===== src/rtl/irq_flag_pkg.sv =====
package irq_flag_pkg;

    localparam int PRIO_W = 3;
    localparam int FLAG_W = 16;

    // Flag word, bit 0 is C.
    typedef struct packed {
        logic [4:0]        rsvd;
        logic [PRIO_W-1:0] ipl;
        logic              d;
        logic              i;
        logic              u;
        logic              b;
        logic              o;
        logic              s;
        logic              z;
        logic              c;
    } flag_t;

    typedef enum logic [1:0] {
        SRC_NONE = 2'd0,
        SRC_NMI  = 2'd1,
        SRC_SW   = 2'd2,
        SRC_MASK = 2'd3
    } src_t;

    typedef enum logic {
        ST_RUN   = 1'b0,
        ST_ENTRY = 1'b1
    } state_t;

endpackage


===== src/rtl/irq_nmi_catch.sv =====
module irq_nmi_catch (
    input  logic clk,
    input  logic rst_n,
    input  logic nmi_req,
    input  logic clear,
    output logic pend
);
    logic nmi_q;
    logic pend_q;
    logic rise;

    assign rise = nmi_req & ~nmi_q;
    assign pend = pend_q | rise;

    always_ff @(posedge clk or negedge rst_n) begin
        if (!rst_n) begin
            nmi_q  <= 1'b0;
            pend_q <= 1'b0;
        end else begin
            nmi_q  <= nmi_req;
            pend_q <= pend & ~clear;
        end
    end
endmodule


===== src/rtl/irq_arbiter.sv =====
module irq_arbiter
    import irq_flag_pkg::*;
#(
    parameter int VEC_W          = 6,
    parameter int NMI_VECTOR     = 2,
    parameter int SW_STACK_LIMIT = 32
) (
    input  logic              nmi_pend,
    input  logic              sw_stb,
    input  logic [VEC_W-1:0]  sw_num,
    input  logic              mi_req,
    input  logic [PRIO_W-1:0] mi_prio,
    input  logic [VEC_W-1:0]  mi_vec,
    input  logic              flag_i,
    input  logic [PRIO_W-1:0] flag_ipl,
    output logic              take,
    output src_t              src,
    output logic [VEC_W-1:0]  vec,
    output logic              sw_low
);
    logic mask_ok;

    assign mask_ok = mi_req && flag_i && (mi_prio > flag_ipl);
    assign sw_low  = int'(sw_num) < SW_STACK_LIMIT;

    always_comb begin
        src = SRC_NONE;
        vec = '0;
        if (nmi_pend) begin
            src = SRC_NMI;
            vec = VEC_W'(NMI_VECTOR);
        end else if (sw_stb) begin
            src = SRC_SW;
            vec = sw_num;
        end else if (mask_ok) begin
            src = SRC_MASK;
            vec = mi_vec;
        end
    end

    assign take = (src != SRC_NONE);
endmodule


===== src/rtl/irq_vector_calc.sv =====
module irq_vector_calc #(
    parameter int VEC_W       = 6,
    parameter int ADDR_W      = 20,
    parameter int ENTRY_SHIFT = 2
) (
    input  logic [ADDR_W-1:0] base,
    input  logic [VEC_W-1:0]  vec,
    output logic [ADDR_W-1:0] addr
);
    localparam int OFF_W = VEC_W + ENTRY_SHIFT;

    logic [ADDR_W-1:0] offset;

    generate
        if (OFF_W <= ADDR_W) begin : g_fit
            assign offset = ADDR_W'(vec) << ENTRY_SHIFT;
        end else begin : g_trunc
            logic [OFF_W-1:0] wide;
            assign wide   = OFF_W'(vec) << ENTRY_SHIFT;
            assign offset = wide[ADDR_W-1:0];
        end
    endgenerate

    assign addr = base + offset;
endmodule


===== src/rtl/irq_flag_reg.sv =====
module irq_flag_reg
    import irq_flag_pkg::*;
(
    input  logic              clk,
    input  logic              rst_n,
    input  logic              entry_en,
    input  src_t              entry_src,
    input  logic [PRIO_W-1:0] entry_prio,
    input  logic              entry_sw_low,
    input  logic              flg_wr,
    input  logic [FLAG_W-1:0] flg_wdata,
    input  logic              upd_c,
    input  logic              upd_zso,
    input  logic              alu_c,
    input  logic              alu_z,
    input  logic              alu_s,
    input  logic              alu_o,
    output flag_t             flags
);
    flag_t wr_word;
    flag_t nxt;

    always_comb begin
        wr_word      = flag_t'(flg_wdata);
        wr_word.rsvd = '0;
    end

    always_comb begin
        nxt = flags;
        if (entry_en) begin
            nxt.i = 1'b0;
            if (entry_src != SRC_SW || entry_sw_low) begin
                nxt.u = 1'b0;
            end
            if (entry_src == SRC_MASK) begin
                nxt.ipl = entry_prio;
            end
        end else if (flg_wr) begin
            nxt = wr_word;
        end else begin
            if (upd_c) begin
                nxt.c = alu_c;
            end
            if (upd_zso) begin
                nxt.z = alu_z;
                nxt.s = alu_s;
                nxt.o = alu_o;
            end
        end
    end

    always_ff @(posedge clk or negedge rst_n) begin
        if (!rst_n) begin
            flags <= '0;
        end else begin
            flags <= nxt;
        end
    end

    AST_RSVD_ZERO: assert property (@(posedge clk) disable iff (!rst_n)
        flg_wr && !entry_en |=> flags.rsvd == '0);
endmodule


===== src/rtl/irq_flag_unit.sv =====
module irq_flag_unit
    import irq_flag_pkg::*;
#(
    parameter int VEC_W          = 6,
    parameter int ADDR_W         = 20,
    parameter int ENTRY_SHIFT    = 2,
    parameter int NMI_VECTOR     = 2,
    parameter int SW_STACK_LIMIT = 32
) (
    input  logic              clk,
    input  logic              rst_n,
    input  logic              mi_req,
    input  logic [2:0]        mi_prio,
    input  logic [VEC_W-1:0]  mi_vec,
    input  logic              nmi_req,
    input  logic              sw_stb,
    input  logic [VEC_W-1:0]  sw_num,
    input  logic              alu_c,
    input  logic              alu_z,
    input  logic              alu_s,
    input  logic              alu_o,
    input  logic              upd_c,
    input  logic              upd_zso,
    input  logic              flg_wr,
    input  logic [15:0]       flg_wdata,
    input  logic              tbl_wr,
    input  logic [ADDR_W-1:0] tbl_wdata,
    output logic [15:0]       flag_word,
    output logic              stack_sel,
    output logic              bank_sel,
    output logic              accept,
    output logic [ADDR_W-1:0] vec_addr,
    output logic [15:0]       saved_flags
);
    state_t            state_q;
    state_t            state_d;
    flag_t             flags;
    logic              nmi_pend;
    logic              take;
    logic              take_run;
    src_t              src;
    src_t              acc_src_q;
    logic [VEC_W-1:0]  vec;
    logic              sw_low;
    logic [ADDR_W-1:0] base_q;
    logic [ADDR_W-1:0] entry_addr;

    irq_nmi_catch u_nmi (
        .clk     (clk),
        .rst_n   (rst_n),
        .nmi_req (nmi_req),
        .clear   (take_run && src == SRC_NMI),
        .pend    (nmi_pend)
    );

    irq_arbiter #(
        .VEC_W          (VEC_W),
        .NMI_VECTOR     (NMI_VECTOR),
        .SW_STACK_LIMIT (SW_STACK_LIMIT)
    ) u_arb (
        .nmi_pend (nmi_pend),
        .sw_stb   (sw_stb),
        .sw_num   (sw_num),
        .mi_req   (mi_req),
        .mi_prio  (mi_prio),
        .mi_vec   (mi_vec),
        .flag_i   (flags.i),
        .flag_ipl (flags.ipl),
        .take     (take),
        .src      (src),
        .vec      (vec),
        .sw_low   (sw_low)
    );

    irq_vector_calc #(
        .VEC_W       (VEC_W),
        .ADDR_W      (ADDR_W),
        .ENTRY_SHIFT (ENTRY_SHIFT)
    ) u_vec (
        .base (base_q),
        .vec  (vec),
        .addr (entry_addr)
    );

    irq_flag_reg u_flags (
        .clk          (clk),
        .rst_n        (rst_n),
        .entry_en     (take_run),
        .entry_src    (src),
        .entry_prio   (mi_prio),
        .entry_sw_low (sw_low),
        .flg_wr       (flg_wr),
        .flg_wdata    (flg_wdata),
        .upd_c        (upd_c),
        .upd_zso      (upd_zso),
        .alu_c        (alu_c),
        .alu_z        (alu_z),
        .alu_s        (alu_s),
        .alu_o        (alu_o),
        .flags        (flags)
    );

    assign take_run = take && (state_q == ST_RUN);

    // Next state: T_IDLE, T_TAKE, T_RESUME
    always_comb begin
        state_d = state_q;
        unique case (state_q)
            ST_RUN:   state_d = take ? ST_ENTRY : ST_RUN;
            ST_ENTRY: state_d = ST_RUN;
            default:  state_d = ST_RUN;
        endcase
    end

    // State register
    always_ff @(posedge clk or negedge rst_n) begin
        if (!rst_n) begin
            state_q <= ST_RUN;
        end else begin
            state_q <= state_d;
        end
    end

    // Registered outputs and table base
    always_ff @(posedge clk or negedge rst_n) begin
        if (!rst_n) begin
            vec_addr    <= '0;
            saved_flags <= '0;
            acc_src_q   <= SRC_NONE;
            base_q      <= '0;
        end else begin
            if (take_run) begin
                vec_addr    <= entry_addr;
                saved_flags <= flags;
                acc_src_q   <= src;
            end
            if (tbl_wr) begin
                base_q <= tbl_wdata;
            end
        end
    end

    assign accept    = (state_q == ST_ENTRY);
    assign flag_word = flags;
    assign stack_sel = flags.u;
    assign bank_sel  = flags.b;

    AST_ACCEPT_PULSE: assert property (@(posedge clk) disable iff (!rst_n)
        accept |=> !accept);

    AST_ACCEPT_CLEARS_I: assert property (@(posedge clk) disable iff (!rst_n)
        accept |-> !flags.i);

    AST_MASK_LEVEL: assert property (@(posedge clk) disable iff (!rst_n)
        accept && acc_src_q == SRC_MASK |->
            flags.ipl == $past(mi_prio) && $past(flags.i)
            && ($past(mi_prio) > $past(flags.ipl)));

    AST_SW_HIGH_KEEPS_U: assert property (@(posedge clk) disable iff (!rst_n)
        accept && acc_src_q == SRC_SW && int'($past(sw_num)) >= SW_STACK_LIMIT
            |-> flags.u == $past(flags.u));

    AST_SAVED_PRE_ENTRY: assert property (@(posedge clk) disable iff (!rst_n)
        accept |-> saved_flags == $past(flag_word));

    AST_NMI_FIRST: assert property (@(posedge clk) disable iff (!rst_n)
        accept && acc_src_q != SRC_NMI |-> !$past(nmi_pend));
endmodule


===== config.mk =====
export PLATFORM = sky130hd
export DESIGN_NAME = irq_flag_unit
export DESIGN_NICKNAME = d
export VERILOG_FILES = /design/src/rtl/irq_flag_pkg.sv /design/src/rtl/irq_nmi_catch.sv /design/src/rtl/irq_arbiter.sv /design/src/rtl/irq_vector_calc.sv /design/src/rtl/irq_flag_reg.sv /design/src/rtl/irq_flag_unit.sv
export SDC_FILE = /design/constraint.sdc
export NUM_CORES = 1
export LEC_CHECK = 0
export CORE_ASPECT_RATIO = 2
export CORE_MARGIN = 2
export CORE_UTILIZATION = 29
export CTS_BUF_LIST = sky130_fd_sc_hd__clkbuf_8
export DETAILED_ROUTE_END_ITERATION = 12
export DONT_BUFFER_PORTS = 1
export PLACE_DENSITY = 0.54
export SLEW_MARGIN = 30
export SYNTH_ARGS = -nofsm -noshare
export SYNTH_HDL_FRONTEND = slang
export SYNTH_SLANG_ARGS = --single-unit

===== constraint.sdc =====
create_clock -name clk -period 3.8 [get_ports clk]
set_input_delay 0.76 -clock clk [delete_from_list [all_inputs] [get_ports clk]]
set_output_delay 0.76 -clock clk [all_outputs]
set_load 0.01 [all_outputs]

==> metrics.md <==
| Metric | Value |
|---|---|
| Asr flop ratio synth | 100.0% |
| Bufs on Longest Clock Path | 2 |
| Largest stage delay, worst path | 430 ps |
| Insertion delay to the later sink of the worst-skew pair | 350 ps |
| Grt ovf | 0 |
| Power density over the cells | 665.2 nW/µm² |
| Worst Path Required | 4010 ps |
| Detailed-route via count | between 2000 and 2500 |
| Fmax achieved | 0.3000 GHz |
| Number of flops mapped to enable cells by yosys | 0 |
| Top cell type by total area after synthesis | sky130_fd_sc_hd__dfrtp_1 |
| Boundary Pins | around 120 |
| Most used routing layer in global routing | met2 |
| Die Span Y | around 150 µm |
| Top FF cell, synth | sky130_fd_sc_hd__dfrtp_1 |
| Dominant delay contributor by cell family on the critical path | compound AO/OA/AOI/OAI gates |
| Detailed Route WL | 8274 µm |
| Final Wtd Congestion | ~0.75 |
| Period Utilization, post-route | 87.72% |
| Area share of the largest cell type after synthesis | roughly half |
| Peak supply drop | between 200 and 250 µV |
| Pin count of the biggest net entering global routing | 66 |
| Number of setup buffers added after CTS | 0 |
| Die outline width | 78.88 µm |
| Remaining antenna violation count | 0 |
| Setup violation total in the final timing report | 0 |
| Library cells used by synthesis | 46 |
| Detail-routed via count per cell | roughly 5 |
| TritonCTS clock tree | done |
| Total number of yosys warnings | 0 |
| Vias in the first global route | between 2000 and 2500 |
| Clock-pin slew on the worst setup and hold paths | approximately 80 ps |
| Arr. time, crit path | ~3600 ps |
| Total standard cell area after synthesis | between 3000 and 4000 µm² |
| CP Class | reg -> reg |
| Final std cell area, no fill | 3517 µm² |
| Count of clock tree sinks | 65 |
| Number of optimization iterations in the first detailed-route pass | 4 |
| Slew Limit Fails | 0 |
| Count of unresolved DRC violations after routing | 0 |
| Area inside the core boundary | between 10000 and 15000 µm² |
| Critical Path Source Type | register |
| Top cells by instance count after synthesis | 69 x sky130_fd_sc_hd__nand2_1, 65 x sky130_fd_sc_hd__dfrtp_1, 23 x sky130_fd_sc_hd__o21ai_0 |
| Crit path buf inv count | 2 |
| Die Outline Area | approximately 12000 µm² |
| Synthesized area divided by synthesized cell count | between 10 and 15 µm² |
| Setup crit end kind | register |
| Met2 routing resource usage after global routing | 26.90% |
| Static Leak | 0.001569 µW |
| Normalized max-slew margin | approximately two fifths |
| Cell at the root of the clock tree | sky130_fd_sc_hd__clkbuf_8 |
| Hold Fails Final Rpt | 0 |
| Diodes inserted | 0 |
| Growth of design area from synthesis to finish | 8.157% |
| Cell area reported after detailed placement | between 3000 and 4000 µm² |
| Total routing resource utilization after global routing | between 10% and 20% |
| Series of cell instances along the critical path | inv_1 > ha_1 > a21oi_1 > a211o_1 > nor2_1 > a22o_1 > ha_1 > fa_1 > a211oi_1 > o21ai_0 > buf_4 > nand3_1 > xor2_1 > o21ai_0 |
| Number of buffers inserted by port buffering | 0 |
| Post-DR wirelength/cell | around 18 µm |
| Top cells by area, synth | sky130_fd_sc_hd__dfrtp_1 50%, sky130_fd_sc_hd__nand2_1 8.0%, sky130_fd_sc_hd__mux2_2 7.3% |
| Share of layout cells above drive strength 1 | 14.83% |
| Clock Skew | 9.773 ps |
| Count of H-tree levels built during CTS | 3 |
| Global-route track usage on met1 | between 10 and 15% |
| Number of rows created at floorplan | between 50 and 60 |
| Final critical path time including I/O delays and setup | roughly 3300 ps |
| TritonCTS Buffers | 9 |
| Final TNS setup | 0 ps |
| Setup repair after global routing missed its margin | false |
| Most common cell in the synthesized netlist | sky130_fd_sc_hd__nand2_1 |
| Status | completed |
| Number of antenna violations at the first check in global routing | 0 |
| Post-detailed-placement half-perimeter wirelength | between 6000 and 7000 µm |
| Tightest Hold Check Type | in -> async |
| Cts-stage hold buffer count | 0 |
| Worst-case setup margin in the final layout | around 470 ps |
| First-iteration detailed-routing DRC count | ~80 |
| Starting density of the core | roughly 30% |
| Share of the yosys chip area belonging to registers | about half |
| Number of instances in the synthesized netlist | 311 |
| Measured slew at the worst slew-check pin | between 900 and 1000 ps |
| Slowest CP cell | sky130_fd_sc_hd__fa_1 |
| Number of instances resized during post-cts repair | 0 |
| Final Net Count | between 300 and 400 |
| Number of synthesized register bits | 65 |
| Number of max-capacitance violations reported | 0 |
| Max FO, Critical Path | 5 |
| GR Util met3 | under 10% |
| Global-route wire length before repair | around 13000 µm |
| Worst setup slack before clock tree synthesis | around 140 ps |
through the flow:
step                hold WS, ps  total power, µW  instances  utilization [%]
floorplan                 434.8             1683        320                -
global placement          446.1             1832        441            30.54
detailed placement        453.6             1856        441            30.54
CTS                       76.62             2396        457            32.13
global route              70.24             2533        457            32.13
finish                    99.69             2340        457            32.13
layout make-up:
class | count | area [µm²]
clock buffers | 10 | 137.6
clock inverters | 6 | 36.28
fillers | 1163 | 7428
inverters | 8 | 30.03
multi-input cells | 223 | 1474
flip-flops and latches | 65 | 1627
well taps | 140 | 175.2
repair buffers | 5 | 37.54
layout by cell type (no fill, tap or decap), types with 2 or more instances in the layout:
master / synthesis / layout
sky130_fd_sc_hd__conb_1: 1 / 10
sky130_fd_sc_hd__a21o_1: 2 / 2
sky130_fd_sc_hd__nor3b_1: 4 / 4
sky130_fd_sc_hd__a21oi_1: 9 / 9
sky130_fd_sc_hd__xor2_1: 7 / 7
sky130_fd_sc_hd__inv_1: 7 / 9
sky130_fd_sc_hd__nand3_1: 7 / 7
sky130_fd_sc_hd__mux2_2: 21 / 21
sky130_fd_sc_hd__xnor2_1: 8 / 8
sky130_fd_sc_hd__clkinvlp_4: 0 / 2
sky130_fd_sc_hd__nand2_1: 69 / 69
sky130_fd_sc_hd__mux2_1: 2 / 2
sky130_fd_sc_hd__nand3b_1: 2 / 2
sky130_fd_sc_hd__clkbuf_8: 0 / 10
sky130_fd_sc_hd__a22o_1: 5 / 5
sky130_fd_sc_hd__a221o_1: 7 / 7
sky130_fd_sc_hd__nand4_1: 3 / 3
sky130_fd_sc_hd__dfrtp_1: 65 / 65
sky130_fd_sc_hd__o21ai_0: 23 / 23
sky130_fd_sc_hd__ha_1: 9 / 9
sky130_fd_sc_hd__mux2i_1: 2 / 2
sky130_fd_sc_hd__a211oi_2: 2 / 2
sky130_fd_sc_hd__nor2_1: 8 / 8
sky130_fd_sc_hd__a211oi_1: 2 / 2
sky130_fd_sc_hd__nor3_1: 3 / 3
sky130_fd_sc_hd__buf_4: 13 / 5
report_power, final:
| group | total, µW | switching (µW) | internal, µW |
|---|---|---|---|
| combinational | 570 | 328 | 241 |
| clock | 521 | 272 | 250 |
| sequential | 1250 | 319 | 930 |
| total | 2340 | 919 | 1420 |
flip-flops by register name (all words and copies together), names as in the netlist:
name,flops
u_nmi.pend_q,1
u_nmi.nmi_q,1
accept,1
vec_addr,20
saved_flags,11
u_flags.flags,11
base_q,20
worst paths after layout:
| check | start | endpoint | slack, ps | cells past startpoint |
|---|---|---|---|---|
| min in group clk | nmi_req | u_nmi.nmi_q | 450 | 0 |
| max in group asynchronous | rst_n | base_q[9] | 3560 | 0 |
| worst min register to register | base_q[0] | vec_addr[0] | 470 | 2 |
| worst min-delay path | rst_n | base_q[15] | 100 | 0 |
| worst max register to register | u_flags.flags[10] | vec_addr[14] | 470 | 14 |
| worst max-delay path | u_flags.flags[10] | vec_addr[14] | 470 | 14 |
worst register-to-register path: stages, from the launching register on:
cell,delay [ps]
sky130_fd_sc_hd__dfrtp_1,400
sky130_fd_sc_hd__inv_1,90
sky130_fd_sc_hd__ha_1,310
sky130_fd_sc_hd__a21oi_1,230
sky130_fd_sc_hd__a211o_1,220
sky130_fd_sc_hd__nor2_1,140
sky130_fd_sc_hd__a22o_1,220
sky130_fd_sc_hd__ha_1,230
sky130_fd_sc_hd__fa_1,430
sky130_fd_sc_hd__a211oi_1,290
sky130_fd_sc_hd__o21ai_0,140
sky130_fd_sc_hd__buf_4,170
sky130_fd_sc_hd__nand3_1,90
sky130_fd_sc_hd__xor2_1,150
sky130_fd_sc_hd__o21ai_0,90
cells by family (layout without fill, tap and decap cells):
kind of cell	count (synthesis)	in the layout	synth area share, %
other	1	10	0.1153
adders and majority gates	10	10	4.079
DFF	65	65	50.02
xor gates and xnor gates	15	15	4.040
muxes	25	25	8.580
and+or+nand+nor	103	103	14.39
buffers and inverters	32	29	5.925
AOI/OAI and AO/OA	60	60	12.85
metal layers:
layer  wire [µm]  part of all wire [%]  vias up
met3         480                   5.8       15
met2        4752                    57       79
met1        2763                    33     1129
li1            -                     -     1070
met4         278                   3.4        0
met5           0                     0        -
Power figures use the tool's default switching activity.
